[config.mk]
export PLATFORM = sky130hd
export DESIGN_NAME = mshr_file
export DESIGN_NICKNAME = d
export VERILOG_FILES = /design/src/rtl/mshr_pkg.sv /design/src/rtl/mshr_low_pick.sv /design/src/rtl/mshr_age_order.sv /design/src/rtl/mshr_entry.sv /design/src/rtl/mshr_file.sv
export SDC_FILE = /design/constraint.sdc
export NUM_CORES = 2
export LEC_CHECK = 0
export ABC_AREA = 1
export BUFFER_PORTS_ARGS = -buffer_cell sky130_fd_sc_hd__clkbuf_2
export CAP_MARGIN = 20
export CORE_AREA = 2 2 446 448
export DETAILED_ROUTE_END_ITERATION = 16
export DIE_AREA = 0 0 448 450
export HOLD_SLACK_MARGIN = 0.06
export PLACE_DENSITY = 0.41
export SLEW_MARGIN = 20
export SYNTH_ARGS = -nofsm -noshare
export SYNTH_HDL_FRONTEND = slang
export SYNTH_HIERARCHICAL = 1
export SYNTH_SLANG_ARGS = --single-unit
[constraint.sdc]
create_clock -name clk -period 2.8 [get_ports clk]
set_input_delay 0 -clock clk [delete_from_list [all_inputs] [get_ports clk]]
set_output_delay 0 -clock clk [all_outputs]
set_load 0.03 [all_outputs]
[src/rtl/mshr_pkg.sv]
// Shared types for the outstanding-miss table.
// Assumes: nothing beyond a 2-bit state encoding.
package mshr_pkg;
    typedef enum logic [1:0] {
        ST_FREE = 2'd0,   // slot unused
        ST_PEND = 2'd1,   // queued, read not yet sent
        ST_WAIT = 2'd2    // read sent, waiting on fill
    } mshr_st_e;
endpackage

[src/rtl/mshr_low_pick.sv]
// Lowest-index picker: grants the lowest set request bit.
// Assumes: W >= 2; idx is meaningful only when any is 1.
module mshr_low_pick #(
    parameter int W   = 4,
    localparam int IW = $clog2(W)
) (
    input  logic          clk,
    input  logic          rst_n,
    input  logic [W-1:0]  req,
    output logic [W-1:0]  gnt,
    output logic [IW-1:0] idx,
    output logic          any
);
    // scan from the top so the lowest set bit wins
    always_comb begin
        gnt = '0;
        idx = '0;
        for (int i = W - 1; i >= 0; i--) begin
            if (req[i]) begin
                gnt = '0;
                gnt[i] = 1'b1;
                idx = IW'(i);
            end
        end
        any = |req;
    end

    AST_GRANT_ONE: assert property (@(posedge clk) disable iff (!rst_n)
        $onehot0(gnt) && ((gnt & ~req) == '0));
endmodule

[src/rtl/mshr_age_order.sv]
// Age matrix: remembers opening order of slots and selects the
// earliest-opened slot among those flagged as queued.
// Assumes: at most one slot opens per cycle (alloc_oh one-hot or 0).
module mshr_age_order #(
    parameter int N   = 4,
    localparam int IW = $clog2(N)
) (
    input  logic          clk,
    input  logic          rst_n,
    input  logic [N-1:0]  alloc_oh,
    input  logic [N-1:0]  pend,
    output logic [N-1:0]  sel_oh,
    output logic [IW-1:0] sel_idx,
    output logic          any
);
    // older_q[i][j] = 1 means slot i was opened before slot j
    logic [N-1:0] older_q [N];

    for (genvar i = 0; i < N; i++) begin : g_row
        // on opening slot i it becomes younger than every other slot
        always_ff @(posedge clk) begin
            if (!rst_n) begin
                older_q[i] <= '0;
            end else begin
                for (int j = 0; j < N; j++) begin
                    if (alloc_oh[i])      older_q[i][j] <= 1'b0;
                    else if (alloc_oh[j]) older_q[i][j] <= 1'b1;
                end
            end
        end

        // slot i is chosen when queued and no queued slot is older
        always_comb begin
            logic blocked;
            blocked = 1'b0;
            for (int j = 0; j < N; j++) begin
                if (j != i && pend[j] && older_q[j][i]) blocked = 1'b1;
            end
            sel_oh[i] = pend[i] && !blocked;
        end
    end

    // encode the chosen slot
    always_comb begin
        sel_idx = '0;
        for (int i = 0; i < N; i++) begin
            if (sel_oh[i]) sel_idx = IW'(i);
        end
        any = |pend;
    end

    AST_ONE_ISSUE: assert property (@(posedge clk) disable iff (!rst_n)
        $onehot0(sel_oh) && (any == (sel_oh != '0)));
endmodule

[src/rtl/mshr_entry.sv]
// One tracking slot: state, line address, primary tag, fold count.
// Compares its line address against an incoming miss.
// Assumes: the top raises at most one of set_alloc/set_issue/fill_now.
module mshr_entry
    import mshr_pkg::*;
#(
    parameter int LAW     = 12,
    parameter int INFO_W  = 8,
    parameter int MERGE_W = 2
) (
    input  logic               clk,
    input  logic               rst_n,
    input  logic [LAW-1:0]     lk_addr,
    input  logic               fill_now,
    input  logic               set_alloc,
    input  logic               set_merge,
    input  logic               set_issue,
    input  logic [INFO_W-1:0]  new_info,
    output mshr_st_e           st,
    output logic [LAW-1:0]     line,
    output logic [INFO_W-1:0]  info,
    output logic [MERGE_W-1:0] mcnt,
    output logic               match
);
    localparam logic [MERGE_W-1:0] MCNT_MAX = '1;

    // state transitions of the slot
    always_ff @(posedge clk) begin
        if (!rst_n)         st <= ST_FREE;
        else if (fill_now)  st <= ST_FREE;
        else if (set_issue) st <= ST_WAIT;
        else if (set_alloc) st <= ST_PEND;
    end

    // payload capture on opening, fold counting on merge
    always_ff @(posedge clk) begin
        if (!rst_n) begin
            line <= '0;
            info <= '0;
            mcnt <= '0;
        end else if (set_alloc) begin
            line <= lk_addr;
            info <= new_info;
            mcnt <= '0;
        end else if (set_merge && mcnt != MCNT_MAX) begin
            mcnt <= mcnt + 1'b1;
        end
    end

    // a live slot not retiring this cycle can absorb the miss
    always_comb match = (st != ST_FREE) && !fill_now && (line == lk_addr);

    AST_OPEN_FROM_FREE: assert property (@(posedge clk) disable iff (!rst_n)
        set_alloc |-> st == ST_FREE);
    AST_ISSUE_FROM_PEND: assert property (@(posedge clk) disable iff (!rst_n)
        set_issue |=> st == ST_WAIT);
    AST_FILL_FREES: assert property (@(posedge clk) disable iff (!rst_n)
        fill_now |=> st == ST_FREE);
endmodule

[src/rtl/mshr_file.sv]
// Outstanding-miss table. Takes cache misses, folds same-line misses,
// sends line reads oldest first and returns filled lines.
// Assumes: fills arrive only for slots whose read was accepted; one
// miss per cycle; N_ENTRIES >= 2 and LINE_BYTES a power of two.
module mshr_file
    import mshr_pkg::*;
#(
    parameter int N_ENTRIES  = 4,
    parameter int ADDR_W     = 32,
    parameter int LINE_BYTES = 64,
    parameter int INFO_W     = 8,
    parameter int MERGE_W    = 2,
    localparam int ID_W      = $clog2(N_ENTRIES),
    localparam int OFF_W     = $clog2(LINE_BYTES),
    localparam int LAW       = ADDR_W - OFF_W,
    localparam int DATA_W    = LINE_BYTES * 8
) (
    input  logic               clk,
    input  logic               rst_n,
    input  logic               alloc_valid,
    input  logic [ADDR_W-1:0]  alloc_addr,
    input  logic [INFO_W-1:0]  alloc_info,
    output logic               alloc_accept,
    output logic               alloc_merged,
    output logic [ID_W-1:0]    alloc_id,
    output logic               full,
    output logic               mem_req_valid,
    input  logic               mem_req_ready,
    output logic [ID_W-1:0]    mem_req_id,
    output logic [LAW-1:0]     mem_req_addr,
    input  logic               fill_valid,
    input  logic [ID_W-1:0]    fill_id,
    input  logic [DATA_W-1:0]  fill_data,
    output logic               resp_valid,
    output logic [ID_W-1:0]    resp_id,
    output logic [LAW-1:0]     resp_addr,
    output logic [INFO_W-1:0]  resp_info,
    output logic [MERGE_W-1:0] resp_merges,
    output logic [DATA_W-1:0]  resp_data
);
    mshr_st_e           e_st   [N_ENTRIES];
    logic [LAW-1:0]     e_line [N_ENTRIES];
    logic [INFO_W-1:0]  e_info [N_ENTRIES];
    logic [MERGE_W-1:0] e_mcnt [N_ENTRIES];

    logic [N_ENTRIES-1:0] e_match, e_free, e_pend, e_fill;
    logic [N_ENTRIES-1:0] free_gnt, open_oh, issue_sel;
    logic [ID_W-1:0]      free_idx, hit_idx, issue_idx;
    logic                 any_free, any_pend, hit, fill_fire;
    logic [LAW-1:0]       lk_line;

    assign lk_line = alloc_addr[ADDR_W-1:OFF_W];

    // fill is honoured only for an in-flight slot
    always_comb begin
        fill_fire = 1'b0;
        for (int i = 0; i < N_ENTRIES; i++) begin
            e_fill[i] = fill_valid && (fill_id == ID_W'(i)) && (e_st[i] == ST_WAIT);
            fill_fire = fill_fire | e_fill[i];
        end
    end

    // per-slot status vectors
    always_comb begin
        for (int i = 0; i < N_ENTRIES; i++) begin
            e_free[i] = (e_st[i] == ST_FREE);
            e_pend[i] = (e_st[i] == ST_PEND);
        end
    end

    // encode the slot a miss folds into
    always_comb begin
        hit_idx = '0;
        for (int i = 0; i < N_ENTRIES; i++) begin
            if (e_match[i]) hit_idx = ID_W'(i);
        end
        hit = |e_match;
    end

    mshr_low_pick #(.W(N_ENTRIES)) u_free_pick (
        .clk(clk), .rst_n(rst_n),
        .req(e_free), .gnt(free_gnt), .idx(free_idx), .any(any_free)
    );

    // accept decision seen by the cache controller
    always_comb begin
        full         = !any_free;
        alloc_merged = alloc_valid && hit;
        alloc_accept = alloc_valid && (hit || any_free);
        alloc_id     = hit ? hit_idx : free_idx;
        open_oh      = (alloc_valid && !hit) ? free_gnt : '0;
    end

    mshr_age_order #(.N(N_ENTRIES)) u_age (
        .clk(clk), .rst_n(rst_n),
        .alloc_oh(open_oh), .pend(e_pend),
        .sel_oh(issue_sel), .sel_idx(issue_idx), .any(any_pend)
    );

    // memory read channel
    always_comb begin
        mem_req_valid = any_pend;
        mem_req_id    = issue_idx;
        mem_req_addr  = e_line[issue_idx];
    end

    for (genvar i = 0; i < N_ENTRIES; i++) begin : g_ent
        mshr_entry #(.LAW(LAW), .INFO_W(INFO_W), .MERGE_W(MERGE_W)) u_ent (
            .clk(clk), .rst_n(rst_n),
            .lk_addr(lk_line),
            .fill_now(e_fill[i]),
            .set_alloc(open_oh[i]),
            .set_merge(alloc_valid && e_match[i]),
            .set_issue(issue_sel[i] && mem_req_ready),
            .new_info(alloc_info),
            .st(e_st[i]), .line(e_line[i]), .info(e_info[i]),
            .mcnt(e_mcnt[i]), .match(e_match[i])
        );
    end

    // completed-line register, loaded on an honoured fill
    always_ff @(posedge clk) begin
        if (!rst_n) begin
            resp_valid  <= 1'b0;
            resp_id     <= '0;
            resp_addr   <= '0;
            resp_info   <= '0;
            resp_merges <= '0;
            resp_data   <= '0;
        end else begin
            resp_valid <= fill_fire;
            if (fill_fire) begin
                resp_id     <= fill_id;
                resp_addr   <= e_line[fill_id];
                resp_info   <= e_info[fill_id];
                resp_merges <= e_mcnt[fill_id];
                resp_data   <= fill_data;
            end
        end
    end

    AST_REFUSE_WHEN_FULL: assert property (@(posedge clk) disable iff (!rst_n)
        (alloc_valid && full && !alloc_merged) |-> !alloc_accept);
    AST_SINGLE_MATCH: assert property (@(posedge clk) disable iff (!rst_n)
        $onehot0(e_match));
    AST_FILL_TO_RESP: assert property (@(posedge clk) disable iff (!rst_n)
        fill_fire |=> resp_valid && resp_id == $past(fill_id));
    AST_IGNORED_FILL: assert property (@(posedge clk) disable iff (!rst_n)
        (fill_valid && !fill_fire) |=> !resp_valid);
    AST_REQ_HOLD: assert property (@(posedge clk) disable iff (!rst_n)
        (mem_req_valid && !mem_req_ready) |=> mem_req_valid && $stable(mem_req_id));
endmodule

### After elaboration in Yosys (flattened, before gate mapping)

Memory sizes are Yosys's and may differ from the RTL's.
Index checks and enable logic that the tools add are counted.

* word-level logic and storage cells: 297
* register bits: 703
* bits in writable memories: 16
* memories kept: 1
* input bits: 559
* output and inout bits: 585

* bitwise operators: 34
* reduce and logical (&&, ||, !) cells: 86
* add/sub/neg operators: 4
* $lt $le $gt $ge: 2
* mux-type cells: 125
* eq/ne operators: 19

Memory list
* u_age.older_q: words 4, width 4, rd ports 4, clocked after Yosys merged registers in 0, write ports 4, line mshr_age_order.sv:17 `logic [N-1:0] older_q [N];`

Operators with widths (number)
* binary-select mux 26 bit (select 2 bit): 2
* == test 26 bit: 4
* 2-to-1 mux 26 bit: 4
* 2-to-1 mux 1 bit: 91
* logical AND 1 bit: 47
* 2-to-1 mux 2 bit: 19
* OR 1 bit: 31
* 2-to-1 mux 4 bit: 5
* binary-select mux 8 bit (select 2 bit): 1
* 2-to-1 mux 8 bit: 2
* nonzero test 2 bit: 8
* OR reduction 2 bit: 8
* == test 2 bit (second input constant): 6
* OR reduction 3 bit: 4
* OR reduction 4 bit: 3
* == test 2 x 1 -> 1 bit (second input constant): 5
* zero test 1 bit: 10
* zero test 2 bit: 5
* adder 2 x 1 -> 2 bit (second input constant): 4
* inequality test 2 bit (second input constant): 4
* greater-or-equal comparator 3 bit (second input constant): 2
* NOT 2 -> 3 bit: 2
* binary-select mux 2 bit (select 2 bit): 1
* logical OR 1 bit: 1
* NOT 1 bit: 1

### Logic depth before layout (Yosys ltp)

* depth in word-level cells: 15
* depth in mapped cells: 19
* depth with buffers taken out: 16

### Cells and area by module

Netlist, hierarchy kept.

By module, submodules not included
* mshr_file: instances 1, area an instance 24511.0 µm², seq. area each 11030.6 µm², cells an instance 3428
* mshr_entry: instances 4, area an instance 1815.5 µm², seq. area each 760.7 µm², cells an instance 276
* mshr_age_order: instances 1, area an instance 641.9 µm², seq. area each 360.3 µm², cells an instance 79
* mshr_low_pick: instances 1, area an instance 65.1 µm², seq. area each 0.0 µm², cells an instance 15

### Worst setup path before layout

No wires, ideal clock.

* kind: register -> output
* start: register g_ent[0].u_ent.st[0]
* end: output port mem_req_addr[24]
* setup slack: 0.473 ns
* buffers on the path: 2
* arrival time: 2.327 ns
* data required time: 2.800 ns
* stages on the path, launching flop included: 13
* path through: dfxtp_1 -> inv_1 -> nor2_1 -> nand2_1 -> nand2_1 -> inv_1 -> nand2_2 -> nand2_1 -> nand2_1 -> clkbuf_1 -> clkbuf_1 -> nor2_1 -> o21ai_0

* longest elaborated chain between the ends: 14
* elaborated cells between the ends (all ways): 26
* those cells by class: eq/ne: 1; mux: 15; bitwise: 1; reduce/logical: 9

RTL lines
* start, declared: line mshr_entry.sv:19 `output mshr_st_e st,`
* start signal, assigned: line mshr_entry.sv:29 `if (!rst_n) st <= ST_FREE;`
* start signal, assigned: line mshr_entry.sv:30 `else if (fill_now) st <= ST_FREE;`
* start signal, assigned: line mshr_entry.sv:31 `else if (set_issue) st <= ST_WAIT;`
* == test 2 x 1 -> 1 bit (*): line mshr_file.sv:67 `e_pend[i] = (e_st[i] == ST_PEND);`
* via e_pend[0]: line mshr_file.sv:46 `logic [N_ENTRIES-1:0] e_match, e_free, e_pend, e_fill;`
* logical AND 1 bit: line mshr_age_order.sv:37 `if (j != i && pend[j] && older_q[j][i]) blocked = 1'b1;`
* 2-to-1 mux 1 bit (3 in series): line mshr_age_order.sv:37
* zero test 1 bit: line mshr_age_order.sv:39 `sel_oh[i] = pend[i] && !blocked;`
* logical AND 1 bit: line mshr_age_order.sv:39
* 2-to-1 mux 1 bit: line mshr_age_order.sv:47 `if (sel_oh[i]) sel_idx = IW'(i);`
* 2-to-1 mux 2 bit: line mshr_age_order.sv:47
* 2-to-1 mux 2 bit (*): line mshr_age_order.sv:47
* via mem_req_id[0]: line mshr_file.sv:29 `output logic [ID_W-1:0] mem_req_id,`
* NOT 2 -> 3 bit (implied by the code) (*): line mshr_file.sv:104 `mem_req_addr = e_line[issue_idx];`
* binary-select mux 26 bit (select 2 bit) (*): line mshr_file.sv:104
* 2-to-1 mux 26 bit (implied by the code) (*) (2 in series): line mshr_file.sv:104
* end, declared: line mshr_file.sv:30 `output logic [LAW-1:0] mem_req_addr,`

The timed path passes the listed nets; every way through them passes the cells marked *. The select of a mux whose other input is x is not followed.

### Worst setup path after layout

* start: register g_ent[0].u_ent.st[1]
* end: output port mem_req_addr[19]

* longest elaborated chain between the ends: 14
* elaborated cells between the ends (all ways): 26
* those cells by class: eq/ne: 1; mux: 15; bitwise: 1; reduce/logical: 9

RTL lines (line)
* == test 2 x 1 -> 1 bit (*): mshr_file.sv:67
* via e_pend[0]: mshr_file.sv:46
* logical AND 1 bit: mshr_age_order.sv:37
* 2-to-1 mux 1 bit (3 in series): mshr_age_order.sv:37
* zero test 1 bit: mshr_age_order.sv:39
* logical AND 1 bit: mshr_age_order.sv:39
* 2-to-1 mux 1 bit: mshr_age_order.sv:47
* 2-to-1 mux 2 bit: mshr_age_order.sv:47
* 2-to-1 mux 2 bit (*): mshr_age_order.sv:47
* NOT 2 -> 3 bit (implied by the code) (*): mshr_file.sv:104
* binary-select mux 26 bit (select 2 bit) (*): mshr_file.sv:104
* 2-to-1 mux 26 bit (implied by the code) (*) (2 in series): mshr_file.sv:104

Marked as above.

==> run_results.csv <==
group,metric,value,unit
power_and_ir_drop,p_sw_share,28.6,%
placed_design,portBuffers,1137,
placed_design,placed_area,41400,µm²
drt,drtIter0Drc,2864,
drt,drt_wl_total,186000,µm
min_path,hp-class,"input port to register",
timing,fmax,368,MHz
layout,syn2layout_area_growth,74.0,%
worst_setup_path,cp.arrival,2720,ps
layout,final_net_count,7315,
floorplanning,die_y,450,µm
timing,post-route-period-util,97.1,%
synth,ys_seq_elements,715,
worst_setup_path,cpMaxStageDelayCell,"dfxtp_2",
worst_setup_path,path_delay_family,"buffers and inverters",
drt,detail-route-antenna-nets,0,
drt,vias,38745,
timing,slew_violations,0,
clock_network,clk_pin_slew,60,ps
floorplanning,start_util,16.5,%
timing,layout_setup_ws,82.0,ps
clock_network,cts_tree,"done",
grt,grt.total_usage,17.4,%
power_and_ir_drop,power_leakage,28.3,nW
floorplanning,dieArea,202000,µm²
drt,viasPerCell,4.09,
synth,synth_nets,5189,
layout,final_cell_mix,"nor2_1, clkbuf_2, dlygate4sd3_1",
worst_setup_path,cp-start-kind,"register",
floorplanning,io_pins,1144,
run,max-cap-violations,0,
floorplanning,die_w,448,µm
worst_setup_path,crit_path_cell_trace,"buf_6, nor2_4, nand2_1, nand2_1, inv_2, nand2_4, nand2_4, nand2_8, buf_12, buf_16, o21ai_0, o22ai_2, clkbuf_8",
power_and_ir_drop,ir_drop,0.453,mV
synth,ys_types,33,
clock_network,root_buffer,"clkbuf_16",
clock_network,worstSkewPairLatency,740,ps
timing,finalSetupViolCount,0,
layout,fin_area,56500,µm²
power_and_ir_drop,p_switching,8.26,mW
power_and_ir_drop,comb_power_share,17.6,%
worst_setup_path,end_kind,"primary output",
power_and_ir_drop,power.total,28.9,mW
worst_setup_path,worst-path-max-fanout,7,
placed_design,gp_congestion,0.906,
timing,skew,39.0,ps
grt,antenna_found_initial,34,
floorplanning,rows,163,
clock_network,cts_buffers,94,
layout,drive_gt1_share,24.1,%
timing,finalCriticalPeriod,2720,ps
worst_setup_path,required,2800,ps
power_and_ir_drop,internal_power,20.6,mW
layout,layout_commonest_cell,"nor2_1",
worst_setup_path,crit_type,"register to primary output",
grt,grt-ovfl-total,0,
drt,wl_per_cell,19.6,µm
status,status,"completed",
clock_network,cts.sinks,715,
floorplanning,core_area,197000,µm²
drt,drc_errors,0,
placed_design,place_ws,101,ps
power_and_ir_drop,clkPwrFrac,45.0,%
worst_setup_path,max_stage_delay,320,ps
grt,grt_start_max_net_pins,109,
drt,dr.pass1.iters,6,
worst_setup_path,cp_num_buf_inv,5,
clock_network,htreeDepth,3,
timing,tightest_slew,675,ps
grt,grt_pass1_vias,38339,
grt,grt_pass1_wl,262000,µm
synth,synth_area,32500,µm²
power_and_ir_drop,cellPowerDensity,511,nW/µm²
synth,ys_warn_count,6,
timing,rsz0062_at_grt,"yes",
synth,synth.avg_cell_area,7.02,µm²
clock_network,clockBufferDepth,3,
synth,synth_cells,4626,
timing,slew_headroom,55.0,%
synth,seq_area_frac_synth,44.4,%
power_and_ir_drop,pwr-share-seq,37.4,%
placed_design,place_hpwl,131000,µm
timing,hold_viol_final,0,
==> cell families (layout without fill, tap and decap cells) <==
family | Yosys count | in the layout | synth area share, %
XOR/XNOR | 32 | 32 | 0.863
buffers and inverters | 522 | 2725 | 7.51
AO/OA/AOI/OAI | 306 | 306 | 4.86
other | 0 | 15 | 0
AND/OR/NAND/NOR | 3047 | 3047 | 42.2
flip-flops | 715 | 715 | 44.4
adder cells (fa/ha/maj) | 4 | 4 | 0.154
==> worst reg2reg max path, stage by stage (launching register included) <==
cell and delay (ps):
dfxtp_2 320, buf_6 120, buf_4 120, nand4_1 90, nand2_1 180, nor2_4 320, buf_12 300, buf_4 340
nor2_1 90, nor2_1 110, dlygate4sd3_1 570
==> flip-flops by register name (all words and copies together), names as in the netlist <==
| name | flops |
|---|---|
| g_ent.u_ent/info | 32 |
| g_ent.u_ent/line | 104 |
| g_ent.u_ent/mcnt | 8 |
| g_ent.u_ent/st | 8 |
| resp_addr | 26 |
| resp_data | 512 |
| resp_id | 2 |
| resp_info | 8 |
| resp_merges | 2 |
| resp_valid | 1 |
| u_age/older_q | 12 |
==> metal layers <==
| metal | wire length [µm] | track usage, % | part of all wire (%) |
|---|---|---|---|
| met3 | 13800 | 4.30 | 7.4 |
| met1 | 79000 | 21.7 | 42 |
| met4 | 7570 | 7.44 | 4.1 |
| met5 | 49 | 0 | 0.026 |
| met2 | 85900 | 28.5 | 46 |
==> worst paths after layout <==
| path | from | to | slack, ps | depth (start not counted) |
|---|---|---|---|---|
| max | g_ent[0].u_ent/st[1]$_SDFFE_PP0P_ | mem_req_addr[19] | 80 | 13 |
| min | fill_data[397] | resp_data[397]$_SDFFE_PN0P_ | 140 | 4 |
| max reg2reg | g_ent[0].u_ent/st[1]$_SDFFE_PP0P_ | resp_data[508]$_SDFFE_PN0P_ | 160 | 10 |
| min reg2reg | resp_id[1]$_SDFFE_PN0P_ | resp_id[1]$_SDFFE_PN0P_ | 480 | 2 |
==> power groups by stage <==
stage / clock (mW) / combinational, mW / sequential [mW]
CTS: 13.4 / 4.95 / 10.8
floorplan: 0 / 1.47 / 11.3
detailed placement: 0 / 3.44 / 11.0
global placement: 0 / 3.44 / 11.0
global route: 13.8 / 5.42 / 10.8
finish: 13.0 / 5.09 / 10.8
==> repair_timing <==
action,in CTS,in global routing
buffers inserted,17,14
endpoints found under the setup margin,28,47
pin swaps,26,18
gates cloned,8,7
endpoints found under the hold margin,719,0
hold buffers,1038,0
gates resized for setup,178,113
==> cells in the mapped netlist (all sizes together) <==
cell type / count / share of area, %
clkbuf: 90 / 1.1
a21oi: 80 / 1.2
nor3b: 4 / 0.15
inv: 199 / 2.3
a211oi: 4 / 0.092
dfxtp: 703 / 43
nand4: 32 / 0.62
o22ai: 24 / 0.46
nand3b: 545 / 13
nand2: 1031 / 12
buf: 230 / 4.1
xor2: 4 / 0.11
edfxtp: 12 / 1.1
ha: 4 / 0.15
nand3: 10 / 0.15
clkinv: 3 / 0.035
a211o: 1 / 0.027
o21ai: 197 / 3.0
xnor2: 28 / 0.76
nor2: 1425 / 17
==> metrics by stage <==
stage / cells / util, % / TNS, ps / hold slack (ps)
2_1_floorplan: 4626 / - / 0 / 135
3_3_place_gp: 8218 / 21.0 / 0 / 222
3_5_place_dp: 8218 / 21.0 / 0 / 228
4_1_cts: 9451 / 28.4 / -70.6 / 61.2
5_1_grt: 9483 / 28.7 / -453 / 111
6_report: 9484 / 28.7 / 0 / 137
==> final cells by class <==
cell class,count,area [µm²]
Fill cell,21340,140000
Timing Repair Buffer,2350,18500
Multi-Input combinational cell,3389,16100
Sequential cell,715,14500
Tap cell,2640,3300
Clock buffer,140,2800
Inverter,202,778
Clock inverter,33,478
Antenna cell,15,37.5
Note: power is estimated with default switching activity, not from simulation.
